File: src/rtl/rtc_cal_pkg.sv
package rtc_cal_pkg;

    typedef struct packed {
        logic [7:0] sec;
        logic [7:0] min;
        logic [7:0] hour;
        logic [7:0] date;
        logic [7:0] mon;
        logic [7:0] year;
        logic [2:0] dow;
    } cal_t;

    localparam cal_t CAL_RESET = '{sec: 8'h00, min: 8'h00, hour: 8'h12,
                                   date: 8'h01, mon: 8'h01, year: 8'h00,
                                   dow: 3'd0};

    localparam int FIELD_CNT = 7;

    function automatic logic [7:0] bcd_inc(input logic [7:0] v);
        logic [7:0] r;
        if (v[3:0] == 4'd9) r = {v[7:4] + 4'd1, 4'd0};
        else                r = {v[7:4], v[3:0] + 4'd1};
        return r;
    endfunction

    function automatic logic year_is_leap(input logic [7:0] y);
        logic [7:0] bin;
        bin = ({4'd0, y[7:4]} * 8'd10) + {4'd0, y[3:0]};
        return bin[1:0] == 2'b00;
    endfunction

    function automatic logic [7:0] month_last_day(input logic [7:0] m,
                                                  input logic [7:0] y);
        logic [7:0] r;
        case (m)
            8'h02:                      r = year_is_leap(y) ? 8'h29 : 8'h28;
            8'h04, 8'h06, 8'h09, 8'h11: r = 8'h30;
            default:                    r = 8'h31;
        endcase
        return r;
    endfunction

endpackage

File: src/rtl/rtc_tick_phase.sv
module rtc_tick_phase #(
    parameter int TICKS_PER_SEC = 4
) (
    input  logic clk,
    input  logic rst_n,
    input  logic tick_en,
    input  logic wr_ok,
    input  logic xfer_done,
    output logic sec_step
);
    localparam int CNT_W = (TICKS_PER_SEC > 1) ? $clog2(TICKS_PER_SEC) : 1;
    localparam logic [CNT_W-1:0] LAST = CNT_W'(TICKS_PER_SEC - 1);

    typedef struct packed {
        logic [CNT_W-1:0] cnt;
        logic             pend;
    } ph_t;

    ph_t ph_d, ph_q;
    logic step_d;

    always_comb begin
        ph_d   = ph_q;
        step_d = 1'b0;
        if (wr_ok) begin
            ph_d.pend = 1'b1;
        end else if (xfer_done && ph_q.pend) begin
            ph_d.pend = 1'b0;
            ph_d.cnt  = '0;
        end else if (tick_en && !ph_q.pend) begin
            if (ph_q.cnt == LAST) begin
                ph_d.cnt = '0;
                step_d   = 1'b1;
            end else begin
                ph_d.cnt = ph_q.cnt + 1'b1;
            end
        end
    end

    assign sec_step = step_d;

    always_ff @(posedge clk or negedge rst_n) begin
        if (!rst_n) ph_q <= '{cnt: '0, pend: 1'b0};
        else        ph_q <= ph_d;
    end


    phase_restart_chk: assert property (@(posedge clk) disable iff (!rst_n)
        (ph_q.pend && xfer_done && !wr_ok) |=> (ph_q.cnt == '0 && !ph_q.pend));


    hold_no_step_chk: assert property (@(posedge clk) disable iff (!rst_n)
        $past(wr_ok) |-> !sec_step);

endmodule

File: src/rtl/rtc_time_advance.sv
module rtc_time_advance
    import rtc_cal_pkg::*;
(
    input  cal_t cur,
    output cal_t nxt
);
    logic       c_min, c_hour, c_day, c_mon, c_year;
    logic [1:0] tens24;
    logic       pm;

    always_comb begin
        nxt    = cur;
        c_min  = 1'b0;
        c_hour = 1'b0;
        c_day  = 1'b0;
        c_mon  = 1'b0;
        c_year = 1'b0;
        tens24 = {cur.hour[5], cur.hour[4]};
        pm     = cur.hour[5];

        if (cur.sec == 8'h59) begin
            nxt.sec = 8'h00;
            c_min   = 1'b1;
        end else begin
            nxt.sec = bcd_inc(cur.sec);
        end

        if (c_min) begin
            if (cur.min == 8'h59) begin
                nxt.min = 8'h00;
                c_hour  = 1'b1;
            end else begin
                nxt.min = bcd_inc(cur.min);
            end
        end

        if (c_hour) begin
            if (cur.hour[7]) begin
                if (tens24 == 2'd2 && cur.hour[3:0] == 4'd3) begin
                    nxt.hour = 8'h80;
                    c_day    = 1'b1;
                end else if (cur.hour[3:0] == 4'd9) begin
                    tens24   = tens24 + 2'd1;
                    nxt.hour = {1'b1, 1'b0, tens24, 4'd0};
                end else begin
                    nxt.hour = {1'b1, 1'b0, tens24, cur.hour[3:0] + 4'd1};
                end
            end else begin
                if (cur.hour[4] && cur.hour[3:0] == 4'd1) begin
                    nxt.hour = {2'b00, ~pm, 5'h12};
                    c_day    = pm;
                end else if (cur.hour[4] && cur.hour[3:0] == 4'd2) begin
                    nxt.hour = {2'b00, pm, 5'h01};
                end else if (cur.hour[3:0] == 4'd9) begin
                    nxt.hour = {2'b00, pm, 5'h10};
                end else begin
                    nxt.hour = {2'b00, pm, cur.hour[4], cur.hour[3:0] + 4'd1};
                end
            end
        end

        if (c_day) begin
            nxt.dow = (cur.dow == 3'd6) ? 3'd0 : cur.dow + 3'd1;
            if (cur.date == month_last_day(cur.mon, cur.year)) begin
                nxt.date = 8'h01;
                c_mon    = 1'b1;
            end else begin
                nxt.date = bcd_inc(cur.date);
            end
        end

        if (c_mon) begin
            if (cur.mon == 8'h12) begin
                nxt.mon = 8'h01;
                c_year  = 1'b1;
            end else begin
                nxt.mon = bcd_inc(cur.mon);
            end
        end

        if (c_year) begin
            nxt.year = (cur.year == 8'h99) ? 8'h00 : bcd_inc(cur.year);
        end
    end

endmodule

File: src/rtl/rtc_read_shadow.sv
module rtc_read_shadow
    import rtc_cal_pkg::*;
(
    input  logic       clk,
    input  logic       rst_n,
    input  logic       rd_start,
    input  cal_t       live,
    input  logic [2:0] rd_addr,
    output logic [7:0] rd_data
);
    cal_t snap_d, snap_q;

    always_comb begin
        snap_d = snap_q;
        if (rd_start) snap_d = live;
    end

    always_ff @(posedge clk or negedge rst_n) begin
        if (!rst_n) snap_q <= CAL_RESET;
        else        snap_q <= snap_d;
    end

    always_comb begin
        case (rd_addr)
            3'd0:    rd_data = snap_q.sec;
            3'd1:    rd_data = snap_q.min;
            3'd2:    rd_data = snap_q.hour;
            3'd3:    rd_data = snap_q.date;
            3'd4:    rd_data = snap_q.mon;
            3'd5:    rd_data = snap_q.year;
            3'd6:    rd_data = {5'd0, snap_q.dow};
            default: rd_data = 8'h00;
        endcase
    end


    snap_capture_chk: assert property (@(posedge clk) disable iff (!rst_n)
        rd_start |=> snap_q == $past(live));


    snap_hold_chk: assert property (@(posedge clk) disable iff (!rst_n)
        !rd_start |=> $stable(snap_q));

endmodule

File: src/rtl/rtc_calendar_core.sv
module rtc_calendar_core
    import rtc_cal_pkg::*;
#(
    parameter int TICKS_PER_SEC = 4
) (
    input  logic       clk,
    input  logic       rst_n,
    input  logic       tick_en,
    input  logic       wr_unlock,
    input  logic       wr_en,
    input  logic [2:0] wr_addr,
    input  logic [7:0] wr_data,
    input  logic       xfer_done,
    input  logic       rd_start,
    input  logic [2:0] rd_addr,
    output logic [7:0] rd_data
);
    localparam logic [2:0] LAST_FIELD = 3'(FIELD_CNT - 1);

    cal_t time_d, time_q, adv_time;
    logic wr_ok;
    logic sec_step;

    assign wr_ok = wr_en && wr_unlock && (wr_addr <= LAST_FIELD);

    rtc_tick_phase #(.TICKS_PER_SEC(TICKS_PER_SEC)) u_phase (
        .clk      (clk),
        .rst_n    (rst_n),
        .tick_en  (tick_en),
        .wr_ok    (wr_ok),
        .xfer_done(xfer_done),
        .sec_step (sec_step)
    );

    rtc_time_advance u_adv (
        .cur(time_q),
        .nxt(adv_time)
    );

    always_comb begin
        time_d = time_q;
        if (wr_ok) begin
            case (wr_addr)
                3'd0:    time_d.sec  = {1'b0, wr_data[6:0]};
                3'd1:    time_d.min  = {1'b0, wr_data[6:0]};
                3'd2:    time_d.hour = {wr_data[7], 1'b0, wr_data[5:0]};
                3'd3:    time_d.date = {2'b00, wr_data[5:0]};
                3'd4:    time_d.mon  = {3'b000, wr_data[4:0]};
                3'd5:    time_d.year = wr_data;
                default: time_d.dow  = wr_data[2:0];
            endcase
        end else if (sec_step) begin
            time_d = adv_time;
        end
    end

    always_ff @(posedge clk or negedge rst_n) begin
        if (!rst_n) time_q <= CAL_RESET;
        else        time_q <= time_d;
    end

    rtc_read_shadow u_shadow (
        .clk     (clk),
        .rst_n   (rst_n),
        .rd_start(rd_start),
        .live    (time_q),
        .rd_addr (rd_addr),
        .rd_data (rd_data)
    );


    dow_range_chk: assert property (@(posedge clk) disable iff (!rst_n)
        time_q.dow <= 3'd6);


    sec_range_chk: assert property (@(posedge clk) disable iff (!rst_n)
        time_q.sec <= 8'h59 && time_q.sec[3:0] <= 4'd9);


    lock_hold_chk: assert property (@(posedge clk) disable iff (!rst_n)
        (!(wr_en && wr_unlock) && !sec_step) |=> time_q == $past(time_q));


    hour12_range_chk: assert property (@(posedge clk) disable iff (!rst_n)
        !time_q.hour[7] |-> (time_q.hour[4:0] != 5'h00 && time_q.hour[4:0] <= 5'h12));


    month_range_chk: assert property (@(posedge clk) disable iff (!rst_n)
        time_q.mon != 8'h00 && time_q.mon <= 8'h12);

endmodule

File: config.mk
export PLATFORM = sky130hd
export DESIGN_NAME = rtc_calendar_core
export DESIGN_NICKNAME = d
export VERILOG_FILES = /design/src/rtl/rtc_cal_pkg.sv /design/src/rtl/rtc_tick_phase.sv /design/src/rtl/rtc_time_advance.sv /design/src/rtl/rtc_read_shadow.sv /design/src/rtl/rtc_calendar_core.sv
export SDC_FILE = /design/constraint.sdc
export NUM_CORES = 1
export LEC_CHECK = 0
export ABC_AREA = 1
export BUFFER_PORTS_ARGS = -buffer_cell sky130_fd_sc_hd__buf_4
export CORE_ASPECT_RATIO = 0.5
export CORE_UTILIZATION = 40
export CTS_CLUSTER_SIZE = 10
export DETAILED_ROUTE_END_ITERATION = 8
export GPL_TIMING_DRIVEN = 0
export MAX_ROUTING_LAYER = met4
export PLACE_DENSITY = 0.52
export SETUP_SLACK_MARGIN = 0.1
export SYNTH_ARGS = -nofsm -noshare
export SYNTH_HDL_FRONTEND = slang
export SYNTH_SLANG_ARGS = --single-unit
File: constraint.sdc
create_clock -name clk -period 2.2 [get_ports clk]
set_clock_uncertainty 0.2 [all_clocks]
set_input_delay 0 -clock clk [delete_from_list [all_inputs] [get_ports clk]]
set_output_delay 0 -clock clk [all_outputs]
set_load 0.05 [all_outputs]
==> reports/metrics.cfg <==
[outcome]
outcome=complete, no violations

[layout]
post-route-util_pct=52.0
antenna_cells=0
layout.nets=864
fillers=1400
final_cell_area_sq_mm=0.00718
post_route_cells_drive_above_1_share_pct=20.2
final_cells=1020
syn2layout_area_growth_pct=24.4

[detailed_routing]
wl_um=18100
drt-vias-per-instance=5.24
final_antenna_net_count=0
drtPass1Iterations=5
drtIter0Drc=406
drc=0
wl_met3_um=1060
m1WireLength_um=9600
wl_met2_um=7240
vias=5345
top_layer_used=met4
wl_per_cell_um=17.7

[yosys]
ys.flop_type=dfrtp_1
synth_nets=778
ys_ff_latch=103
synth_area_sq_mm=0.00577
syn_inst=737
synth_edf_count=0
yosys.cell_types.count=47
yosysWarnings=0
syn-mean-instance-area_sq_um=7.83
ys_seq_area_share_pct=44.8
synthArstFlopShare_pct=100

[sta]
setup_viol=0
slew_headroom_pct=51.5
tightestPinTransition_ps=721
final_hold_viol_count=0
post-route-period-util_pct=99.9
rsz0062_at_grt=true
final_max_slew_viol_count=0
period_needed_ps=2200
max_freq_mhz=455

[power]
leakagePower_nw=3.37
power_density_mw_per_mm2=955
ir_drop_mv=0.409

[min_path]
hold_class=input pin to register

[critical_path]
critPathArrivalTime_ps=2300
r2r-end=time_q[9]$_DFFE_PN0P_
startpoint_type=register
crit_end=time_q[9]$_DFFE_PN0P_
rrSetupSlack_ps=2
end_kind=register
path_max_fanout=6
crit_type=register to register
cp-startpoint=time_q[11]$_DFFE_PN1P_
reg2regPathDepth=11
worstReg2RegStart=time_q[11]$_DFFE_PN1P_
worstPathRequired_ps=2300

[placed_design]
dp_cells=956
post_dp_cell_area_sq_mm=0.00622
gp_congestion=0.870
dp_hpwl_um=13000
port_buffers=27

[grt]
gr-total-overflow=0
grt_max_degree=104
grt_use_total_pct=26.3
antenna_found_initial=2
grt_pass1_wl_um=27800
grt_pass1_vias=4926

[clock_tree]
cts_buffer_depth=2
cts_num_sinks=103
numCtsBuffers=9
clk_pin_slew_worst_paths_ps=70
tritoncts=done
ctsRootBufferMaster=clkbuf_16
clkLatencyLatePin_ps=360
htree_levels=3

[die]
die-area_sq_mm=0.0149
start_util_pct=41.8
rows=30
core_sq_mm=0.0138
dieHeight_um=87.0
chipWidth_um=172
ios=29

[flow_run]
cap_violations=0

layout make-up:
type,count,area (sq um),share of cell area [%]
Buffer,15,58.8,0.819
Clock buffer,10,229,3.19
Clock inverter,6,78.8,1.10
Inverter,105,400,5.57
Multi-Input combinational cell,514,2940,40.9
Sequential cell,103,2600,36.2
Tap cell,192,240,3.34
Timing Repair Buffer,75,637,8.87
cell usage after synthesis, drive strengths merged, types with 11 or more instances:
cell	count	share of area [%]
o21ai	87	7.5
nor3	18	1.6
nor2	75	5.3
ha	20	4.3
nand4	13	1.4
nand3	50	5.0
nand2	162	11
dfrtp	95	41
a21oi	28	2.6
inv	105	6.8
clkbuf	12	0.78
xor2	11	1.7
flip-flops by register name, summed over array words and instances, names as in the netlist:
register and count:
u_shadow.snap_q 50, time_q 50, u_phase.ph_q 3
repair_timing:
action                                  4_1_cts  5_1_grt
gates resized for setup                      35       49
pin swaps                                    15       14
hold endpoints to repair                    116       15
setup buffers                                24        9
hold buffers                                 13        1
endpoints found under the setup margin       39       39
logic make-up (layout without fill, tap and decap cells):
kind of cell / count (synthesis) / in the layout / share of synthesized area, %
multiplexers: 3 / 3 / 0.585
AO/OA/AOI/OAI: 154 / 154 / 15.6
buffers and inverters: 120 / 211 / 7.82
adder cells (fa/ha/maj): 20 / 20 / 4.33
XOR/XNOR: 16 / 16 / 2.43
flip-flops: 103 / 103 / 44.8
AND/OR/NAND/NOR: 321 / 321 / 24.4
metal layers:
metal	up-vias	global-route usage, %
li1	2605	-
met1	2604	40.0
met2	120	35.0
met3	16	5.18
met4	0	6.11
met5	-	-
worst min-delay path by stage:
stage / depth (start not counted) / slack (ps) / endpoint / start
after floorplan: 0 / -500 / time_q[0]$_DFFE_PN0P_ / rst_n
after global placement: 2 / 20 / u_phase.ph_q[0]$_DFFE_PN0P_ / xfer_done
after detailed placement: 2 / 40 / u_phase.ph_q[0]$_DFFE_PN0P_ / xfer_done
after CTS: 3 / 3 / time_q[28]$_DFFE_PN1P_ / wr_data[1]
after global routing: 3 / 60 / time_q[28]$_DFFE_PN1P_ / wr_data[1]
final: 3 / 20 / time_q[28]$_DFFE_PN1P_ / wr_data[1]
report_power, final:
part	switching, mW	total (mW)	internal (mW)
clock network	0.808	1.71	0.907
logic	1.37	2.27	0.904
registers	0.454	2.87	2.42
worst max-delay path, cell delays in order (launching register included):
cell and delay [ps]:
dfstp_2 560, clkinvlp_4 150, nor2_4 170, nand2_2 80
nand2_2 70, nand2_2 60, nand4_1 110, nand3_4 170
o21bai_4 250, buf_6 150, nand4_1 80, nand2_1 80
placed cells by master, fill, tap and decap left out, types with 13 or more instances in the layout:
master	netlist	routed
nand2_1	158	145
inv_1	102	94
dfrtp_1	95	84
o21ai_0	83	76
nor2_1	70	60
buf_4	0	55
nand3_1	45	40
a21oi_1	27	27
ha_1	20	17
nor3_1	17	16
dlygate4sd3_1	0	14
nand4_1	13	13
per-stage QoR:
stage,setup TNS [ps],setup WS [ps],total power [mW],hold slack (ps)
6_report,0,2.41,6.86,16.2
5_1_grt,-1260,-108,7.33,61.7
4_1_cts,0,37.2,6.64,2.92
3_5_place_dp,-5520,-286,4.72,35.9
3_3_place_gp,-5200,-252,4.68,24.0
2_1_floorplan,0,196,4.10,-496
(Power assumes the default switching activity.)
